## config.mk

```make
export PLATFORM = sky130hd
export DESIGN_NAME = rsc_seq
export DESIGN_NICKNAME = d
export VERILOG_FILES = /design/src/rtl/rsc_pkg.sv /design/src/rtl/rsc_ctrl.sv /design/src/rtl/rsc_codebuf.sv /design/src/rtl/rsc_corrector.sv /design/src/rtl/rsc_seq.sv
export SDC_FILE = /design/constraint.sdc
export NUM_CORES = 1
export LEC_CHECK = 0
export BUFFER_PORTS_ARGS = -buffer_cell sky130_fd_sc_hd__buf_2
export CAP_MARGIN = 40
export CORE_MARGIN = 2
export CORE_UTILIZATION = 50
export DETAILED_ROUTE_END_ITERATION = 10
export PLACE_DENSITY = 0.84
export SLEW_MARGIN = 20
export SYNTH_ARGS = -nofsm -noshare
export SYNTH_HDL_FRONTEND = slang
export SYNTH_SLANG_ARGS = --single-unit
```

## constraint.sdc

```tcl
create_clock -name clk -period 1.7 [get_ports clk]
set_input_delay 0.255 -clock clk [delete_from_list [all_inputs] [get_ports clk]]
set_output_delay 0.255 -clock clk [all_outputs]
set_load 0.05 [all_outputs]
```

## src/rtl/rsc_pkg.sv

```systemverilog
package rsc_pkg;
  typedef enum logic [2:0] {
    ST_IDLE,
    ST_SAMPLE,
    ST_PASS,
    ST_CORRECT,
    ST_DONE
  } rsc_state_e;
endpackage

```

## src/rtl/rsc_ctrl.sv

```systemverilog
module rsc_ctrl
  import rsc_pkg::*;
#(
  parameter int NPASS  = 3,
  parameter int CNT_W  = 8,
  parameter int PIDX_W = 2
) (
  input  logic              clk,
  input  logic              rst_n,
  input  logic              strobe_i,
  input  logic [CNT_W-1:0]  settle_i,
  input  logic              res_ready_i,
  output logic              lat_en_o,
  output logic [PIDX_W-1:0] lat_idx_o,
  output logic              hold_o,
  output logic              fb_sel_o,
  output logic [PIDX_W-1:0] gain_o,
  output logic              busy_o,
  output logic              cor_en_o,
  output logic              res_valid_o,
  output logic              eoc_o
);
  localparam logic [PIDX_W-1:0] LAST_IDX = PIDX_W'(NPASS - 1);

  rsc_state_e        state_q;
  logic [CNT_W-1:0]  cnt_q;
  logic [CNT_W-1:0]  settle_q;
  logic [PIDX_W-1:0] pidx_q;
  logic              strobe_q;
  logic              eoc_q;
  logic              start;
  logic              settled;

  assign start   = (state_q == ST_IDLE) && strobe_i && !strobe_q;
  assign settled = (cnt_q == settle_q);

  always_ff @(posedge clk or negedge rst_n) begin
    if (!rst_n) begin
      state_q  <= ST_IDLE;
      cnt_q    <= '0;
      settle_q <= '0;
      pidx_q   <= '0;
      strobe_q <= 1'b0;
      eoc_q    <= 1'b0;
    end else begin
      strobe_q <= strobe_i;
      eoc_q    <= 1'b0;
      case (state_q)
        ST_IDLE: begin
          if (start) begin
            state_q  <= ST_SAMPLE;
            settle_q <= settle_i;
          end
        end
        ST_SAMPLE: begin
          state_q <= ST_PASS;
          cnt_q   <= '0;
          pidx_q  <= '0;
        end
        ST_PASS: begin
          if (settled) begin
            cnt_q <= '0;
            if (pidx_q == LAST_IDX) state_q <= ST_CORRECT;
            else pidx_q <= pidx_q + 1'b1;
          end else begin
            cnt_q <= cnt_q + 1'b1;
          end
        end
        ST_CORRECT: begin
          state_q <= ST_DONE;
          eoc_q   <= 1'b1;
        end
        ST_DONE: begin
          if (res_ready_i) state_q <= ST_IDLE;
        end
        default: state_q <= ST_IDLE;
      endcase
    end
  end

  always_comb begin
    lat_en_o    = (state_q == ST_PASS) && settled;
    lat_idx_o   = pidx_q;
    hold_o      = (state_q == ST_SAMPLE) || (state_q == ST_PASS);
    fb_sel_o    = (state_q == ST_PASS) && (pidx_q != '0);
    gain_o      = (state_q == ST_PASS) ? pidx_q : '0;
    busy_o      = (state_q != ST_IDLE);
    cor_en_o    = (state_q == ST_CORRECT);
    res_valid_o = (state_q == ST_DONE);
    eoc_o       = eoc_q;
  end
endmodule

```

## src/rtl/rsc_codebuf.sv

```systemverilog
module rsc_codebuf #(
  parameter int NPASS  = 3,
  parameter int CODE_W = 3,
  parameter int PIDX_W = 2
) (
  input  logic                    clk,
  input  logic                    rst_n,
  input  logic                    lat_en_i,
  input  logic [PIDX_W-1:0]       lat_idx_i,
  input  logic [CODE_W-1:0]       code_i,
  output logic [NPASS*CODE_W-1:0] codes_o
);
  for (genvar k = 0; k < NPASS; k++) begin : g_slot
    logic [CODE_W-1:0] slot_q;
    always_ff @(posedge clk or negedge rst_n) begin
      if (!rst_n) slot_q <= '0;
      else if (lat_en_i && (lat_idx_i == PIDX_W'(k))) slot_q <= code_i;
    end
    assign codes_o[k*CODE_W +: CODE_W] = slot_q;
  end
endmodule

```

## src/rtl/rsc_corrector.sv

```systemverilog
module rsc_corrector #(
  parameter int NPASS  = 3,
  parameter int CODE_W = 3,
  parameter int OVL    = 1,
  parameter int RES_W  = 7
) (
  input  logic [NPASS*CODE_W-1:0] codes_i,
  output logic [RES_W-1:0]        word_o
);
  localparam int STEP  = CODE_W - OVL;
  localparam int SUM_W = RES_W + CODE_W;

  logic [SUM_W-1:0] sum;
  logic             carry;

  always_comb begin
    sum = '0;
    for (int k = 0; k < NPASS; k++) begin
      sum = sum + (SUM_W'(codes_i[k*CODE_W +: CODE_W]) << (STEP * (NPASS - 1 - k)));
    end
  end

  assign carry  = |sum[SUM_W-1:RES_W];
  assign word_o = carry ? {RES_W{1'b1}} : sum[RES_W-1:0];
endmodule

```

## src/rtl/rsc_seq.sv

```systemverilog
module rsc_seq #(
  parameter int NPASS  = 3,
  parameter int CODE_W = 3,
  parameter int OVL    = 1,
  parameter int CNT_W  = 8,
  localparam int PIDX_W = $clog2(NPASS),
  localparam int RES_W  = CODE_W + (NPASS - 1) * (CODE_W - OVL)
) (
  input  logic              clk,
  input  logic              rst_n,
  input  logic              smp_strobe_i,
  input  logic [CNT_W-1:0]  settle_cfg_i,
  input  logic [CODE_W-1:0] pass_code_i,
  output logic              hold_o,
  output logic              fb_sel_o,
  output logic [PIDX_W-1:0] gain_sel_o,
  output logic              busy_o,
  output logic [RES_W-1:0]  res_data_o,
  output logic              res_valid_o,
  input  logic              res_ready_i,
  output logic              eoc_o
);
  logic                    lat_en;
  logic [PIDX_W-1:0]       lat_idx;
  logic                    cor_en;
  logic [NPASS*CODE_W-1:0] codes;
  logic [RES_W-1:0]        word;
  logic [RES_W-1:0]        res_q;

  rsc_ctrl #(.NPASS(NPASS), .CNT_W(CNT_W), .PIDX_W(PIDX_W)) u_ctrl (
    .clk         (clk),
    .rst_n       (rst_n),
    .strobe_i    (smp_strobe_i),
    .settle_i    (settle_cfg_i),
    .res_ready_i (res_ready_i),
    .lat_en_o    (lat_en),
    .lat_idx_o   (lat_idx),
    .hold_o      (hold_o),
    .fb_sel_o    (fb_sel_o),
    .gain_o      (gain_sel_o),
    .busy_o      (busy_o),
    .cor_en_o    (cor_en),
    .res_valid_o (res_valid_o),
    .eoc_o       (eoc_o)
  );

  rsc_codebuf #(.NPASS(NPASS), .CODE_W(CODE_W), .PIDX_W(PIDX_W)) u_buf (
    .clk       (clk),
    .rst_n     (rst_n),
    .lat_en_i  (lat_en),
    .lat_idx_i (lat_idx),
    .code_i    (pass_code_i),
    .codes_o   (codes)
  );

  rsc_corrector #(.NPASS(NPASS), .CODE_W(CODE_W), .OVL(OVL), .RES_W(RES_W)) u_cor (
    .codes_i (codes),
    .word_o  (word)
  );

  always_ff @(posedge clk or negedge rst_n) begin
    if (!rst_n) res_q <= '0;
    else if (cor_en) res_q <= word;
  end

  assign res_data_o = res_q;
endmodule

```

==> impl_metrics.prom <==
# TYPE chip_impl_metric gauge
chip_impl_metric{name="final_critical_path_share_of_the_clock_period",unit="%"} 102
chip_impl_metric{name="grt_remaining_overflow",unit=""} 0
chip_impl_metric{name="final_hold_viol_count",unit=""} 0
chip_impl_metric{name="synth_warnings",unit=""} 0
chip_impl_metric{name="final_antenna_net_count",unit=""} 0
chip_impl_info{name="crit_path_cell_trace",value="ha_4 > ha_4 > xor2_2 > nand3_2 > mux2i_2 > nand2_2 > o22a_1"} 1
chip_impl_metric{name="ys_ff_latch",unit=""} 39
chip_impl_metric{name="drv_slew",unit=""} 0
chip_impl_metric{name="core_area",unit="um^2"} 3660
chip_impl_metric{name="syn_area_per_cell",unit="um^2"} 11.7
chip_impl_info{name="critical_path.endpoint_type",value="flop"} 1
chip_impl_metric{name="floorplan.initialDensity",unit="%"} 52.0
chip_impl_metric{name="cp_slowest_stage_delay",unit="ns"} 0.41
chip_impl_metric{name="viasPerCell",unit=""} 5.25
chip_impl_metric{name="timing_worst_slew_pin_value",unit="ns"} 0.489
chip_impl_info{name="startpoint_class",value="flop"} 1
chip_impl_metric{name="maximum_number_of_pins_on_one_net_before_global_route_repair",unit=""} 40
chip_impl_metric{name="min_period",unit="ns"} 1.73
chip_impl_metric{name="syn_to_final_growth",unit="%"} 33.5
chip_impl_metric{name="cts_max_path_buffers",unit=""} 2
chip_impl_metric{name="synth.cell_area",unit="um^2"} 1900
chip_impl_metric{name="wirelength",unit="um"} 3870
chip_impl_metric{name="drv.max_cap_violation_count",unit=""} 0
chip_impl_metric{name="placementRows",unit=""} 22
chip_impl_metric{name="routabilityCongestion",unit=""} 0.763
chip_impl_metric{name="cts_max_level",unit=""} 2
chip_impl_info{name="timing.hold.worst.class",value="input port to asynchronous set/reset pin"} 1
chip_impl_info{name="violations",value="setup timing"} 1
chip_impl_info{name="clock_tree.root_cell",value="sky130_fd_sc_hd__clkbuf_8"} 1
chip_impl_metric{name="cp_max_fo",unit=""} 6
chip_impl_metric{name="cts_inserted_buffers",unit=""} 5
chip_impl_info{name="netlist.top_cell.by_area",value="sky130_fd_sc_hd__dfrtp_1"} 1
chip_impl_metric{name="finalSetupViolations",unit=""} 14
chip_impl_metric{name="maxClockFrequency",unit="MHz"} 577
chip_impl_info{name="dominantRegCellSynth",value="sky130_fd_sc_hd__dfrtp_1"} 1
chip_impl_metric{name="io_pins",unit=""} 29
chip_impl_metric{name="reg2regPathDepth",unit=""} 7
chip_impl_info{name="tritoncts",value="yes"} 1
chip_impl_metric{name="synth.lib_cells_used.distinct",unit=""} 33
chip_impl_metric{name="clk_transition_reported_paths",unit="ns"} 0.08
chip_impl_metric{name="gr-usage-all-layers",unit="%"} 20.3
chip_impl_info{name="synth_area_leaders",value="sky130_fd_sc_hd__dfrtp_1 (51%), sky130_fd_sc_hd__mux2_4 (6.3%), sky130_fd_sc_hd__xnor2_1 (5.5%)"} 1
chip_impl_metric{name="p_leak",unit="nW"} 1.18
chip_impl_metric{name="synthesis.nets",unit=""} 185
chip_impl_metric{name="post_synth_inst_count",unit=""} 162
chip_impl_info{name="critical_path.most_common_cell",value="sky130_fd_sc_hd__ha_4"} 1
chip_impl_metric{name="drive_gt1_share",unit="%"} 43.2
chip_impl_metric{name="fin_tns_setup",unit="ns"} -0.211
chip_impl_info{name="regToRegStartpoint",value="u_buf.g_slot[1].slot_q[2]$_DFFE_PN0P_"} 1
chip_impl_metric{name="timing.slew.headroom",unit="%"} 67.4
chip_impl_metric{name="cts_sinks",unit=""} 39
chip_impl_metric{name="antenna_found_initial",unit=""} 0
chip_impl_metric{name="rrSetupSlack",unit="ns"} -0.03
chip_impl_info{name="crit_slowest_cell",value="sky130_fd_sc_hd__dfrtp_1"} 1
chip_impl_metric{name="pwr_density_cell",unit="nW/um^2"} 1770
chip_impl_info{name="timing_worst_setup_path_type",value="flop to flop"} 1
chip_impl_metric{name="vias",unit=""} 1407
chip_impl_metric{name="placed_cell_area",unit="um^2"} 2250
chip_impl_info{name="outcome",value="finished with violations"} 1
chip_impl_metric{name="path_depth",unit=""} 7
chip_impl_info{name="rr_endpoint",value="res_data_o[6]$_DFFE_PN0P_"} 1
chip_impl_metric{name="final_net_count",unit=""} 242
chip_impl_metric{name="first_global_vias",unit=""} 1406
chip_impl_metric{name="cp.required",unit="ns"} 1.89
chip_impl_metric{name="synth_sequential_area_ratio",unit="%"} 51.3
chip_impl_metric{name="timing.critical_path.arrival",unit="ns"} 1.92
chip_impl_metric{name="grt_first_pass_wirelength",unit="um"} 6510
chip_impl_metric{name="insertedDiodeCount",unit=""} 0
chip_impl_metric{name="fin_ws",unit="ns"} -0.0344
chip_impl_metric{name="dpl.hpwl",unit="um"} 2580
chip_impl_metric{name="drt_iter0_drc",unit=""} 44
chip_impl_info{name="path_delay_family",value="flip-flops"} 1
chip_impl_metric{name="dieWidth",unit="um"} 65.7
chip_impl_metric{name="yosysTopAreaCellShare",unit="%"} 51.3
chip_impl_metric{name="worst_skew_late_latency",unit="ns"} 0.29
chip_impl_metric{name="port_buffers",unit=""} 28
chip_impl_metric{name="synth_edf_count",unit=""} 0
chip_impl_metric{name="detail_route.drc_violations",unit=""} 0
chip_impl_metric{name="cts_hold_repair.buffers",unit=""} 0
chip_impl_metric{name="design_area",unit="um^2"} 2540
chip_impl_metric{name="crit_buf_inv",unit=""} 0
chip_impl_info{name="rsz0062_at_grt",value="true"} 1
chip_impl_metric{name="vdd_ir_drop_max",unit="mV"} 1.00
chip_impl_metric{name="routed_wire_length_per_instance",unit="um"} 14.4
chip_impl_metric{name="firstDrtPassIters",unit=""} 4
chip_impl_metric{name="die_y",unit="um"} 65.7
chip_impl_metric{name="die-area",unit="um^2"} 4320
chip_impl_metric{name="async_flop_share",unit="%"} 100
chip_impl_metric{name="worst_clock_skew",unit="ns"} 0.00398
what timing repair did:
| action | CTS | global route |
|---|---|---|
| resized for setup | 9 | 27 |
| cloned | 0 | 1 |
| endpoints found under the setup margin | 21 | 29 |
| hold endpoints to repair | 0 | 0 |
| setup buffers | 1 | 3 |
| pin swaps | 8 | 12 |
worst max-delay path by stage:
stage | slack (ns) | start | end
6_report | -0.03 | u_buf.g_slot[1].slot_q[2]$_DFFE_PN0P_ | res_data_o[6]$_DFFE_PN0P_
5_1_grt | -0.14 | u_buf.g_slot[0].slot_q[0]$_DFFE_PN0P_ | res_data_o[6]$_DFFE_PN0P_
4_1_cts | -0.05 | u_ctrl.state_q[2]$_DFFE_PN0P_ | u_ctrl.settle_q[6]$_DFFE_PN0P_
3_5_place_dp | -0.07 | u_buf.g_slot[0].slot_q[0]$_DFFE_PN0P_ | res_data_o[0]$_DFFE_PN0P_
3_3_place_gp | -0.05 | u_ctrl.state_q[2]$_DFFE_PN0P_ | u_ctrl.settle_q[7]$_DFFE_PN0P_
2_1_floorplan | -0.15 | u_ctrl.state_q[1]$_DFFE_PN0P_ | u_ctrl.settle_q[0]$_DFFE_PN0P_
synthesized netlist by cell type (3+ instances only):
library cell and number:
sky130_fd_sc_hd__nor3b_1 3, sky130_fd_sc_hd__and3_1 4, sky130_fd_sc_hd__o21ai_1 3, sky130_fd_sc_hd__xor2_1 3, sky130_fd_sc_hd__a21o_1 3, sky130_fd_sc_hd__nand2_1 13, sky130_fd_sc_hd__o22a_1 6, sky130_fd_sc_hd__mux2_4 8
sky130_fd_sc_hd__nand3_1 7, sky130_fd_sc_hd__mux2_1 5, sky130_fd_sc_hd__o21ai_0 5, sky130_fd_sc_hd__clkbuf_1 3, sky130_fd_sc_hd__xnor2_1 12, sky130_fd_sc_hd__ha_1 8, sky130_fd_sc_hd__mux2_2 4, sky130_fd_sc_hd__dfrtp_1 39
sky130_fd_sc_hd__inv_1 6, sky130_fd_sc_hd__nor2_1 10
routing by layer:
| layer | vias up | wire length (um) | track usage [%] |
|---|---|---|---|
| met5 | - | 0 | 0 |
| met4 | 0 | 67 | 7.29 |
| met3 | 7 | 155 | 5.65 |
| met2 | 30 | 2050 | 34.7 |
| met1 | 688 | 1600 | 24.5 |
| li1 | 682 | - | - |
where the power goes:
| group | switching (mW) | internal, mW | leakage, nW |
|---|---|---|---|
| Clock | 0.345 | 0.585 | 0.0644 |
| Sequential | 0.207 | 1.21 | 0.479 |
| Combinational | 1.17 | 0.987 | 0.637 |
| Total | 1.72 | 2.79 | 1.18 |
logic make-up after synthesis:
family | count (synthesis) | share of synthesized area [%]
adder cells (fa/ha/maj) | 8 | 5.26
multiplexers | 18 | 12.2
AO/OA/AOI/OAI | 23 | 8.48
AND/OR/NAND/NOR | 48 | 13.0
XOR/XNOR | 15 | 6.90
buffers and inverters | 11 | 2.96
flip-flops | 39 | 51.3
area by class of cell:
cell class / instances / area (um^2)
Tap cell: 48 / 60.1
Clock buffer: 5 / 68.8
Fill cell: 280 / 1120
Inverter: 6 / 22.5
Sequential cell: 39 / 976
Timing Repair Buffer: 55 / 375
Multi-Input combinational cell: 112 / 970
Clock inverter: 3 / 67.6
per-stage QoR:
| stage | instances | hold WS (ns) | util [%] | setup WS, ns | power [mW] |
|---|---|---|---|---|---|
| finish | 268 | 0.00694 | 69.4 | -0.0344 | 4.51 |
| global route | 268 | 0.0483 | 69.4 | -0.140 | 4.79 |
| CTS | 266 | 0.0182 | 66.2 | -0.0462 | 4.29 |
| detailed placement | 257 | 0.335 | 61.6 | -0.0680 | 3.29 |
| global placement | 257 | 0.328 | 61.6 | -0.0498 | 3.24 |
| floorplan | 162 | -0.0406 | - | -0.150 | 2.74 |
worst reg2reg max path, cell delays in order (launching register included):
cell and delay (ns):
sky130_fd_sc_hd__dfrtp_1 0.41, sky130_fd_sc_hd__ha_4 0.18, sky130_fd_sc_hd__ha_4 0.16, sky130_fd_sc_hd__xor2_2 0.18, sky130_fd_sc_hd__nand3_2 0.09, sky130_fd_sc_hd__mux2i_2 0.26, sky130_fd_sc_hd__nand2_2 0.14, sky130_fd_sc_hd__o22a_1 0.21
placed cells by master (no fill, tap or decap), drive strengths merged, types with 2 or more instances in the layout:
cell type  instances
nor2              10
a31oi              2
bufinv             2
or3                2
and3               4
xnor2             12
nand2b             2
buf               55
nand2             13
ha                 8
o21ai              8
a21o               3
mux2              17
clkbuf             5
xor2               3
inv                6
nand4              2
nor3               2
nor3b              3
nand3              7
o22a               6
dfrtp             39
sequential cells by signal (all words and copies together) (netlist names):
signal               count
u_ctrl.strobe_q          1
u_buf.g_slot.slot_q      9
u_ctrl.eoc_o             1
u_ctrl.settle_q          8
u_ctrl.state_q           3
res_data_o               7
u_ctrl.lat_idx_o         2
u_ctrl.cnt_q             8
No activity file was read; power rests on OpenSTA's default activity.
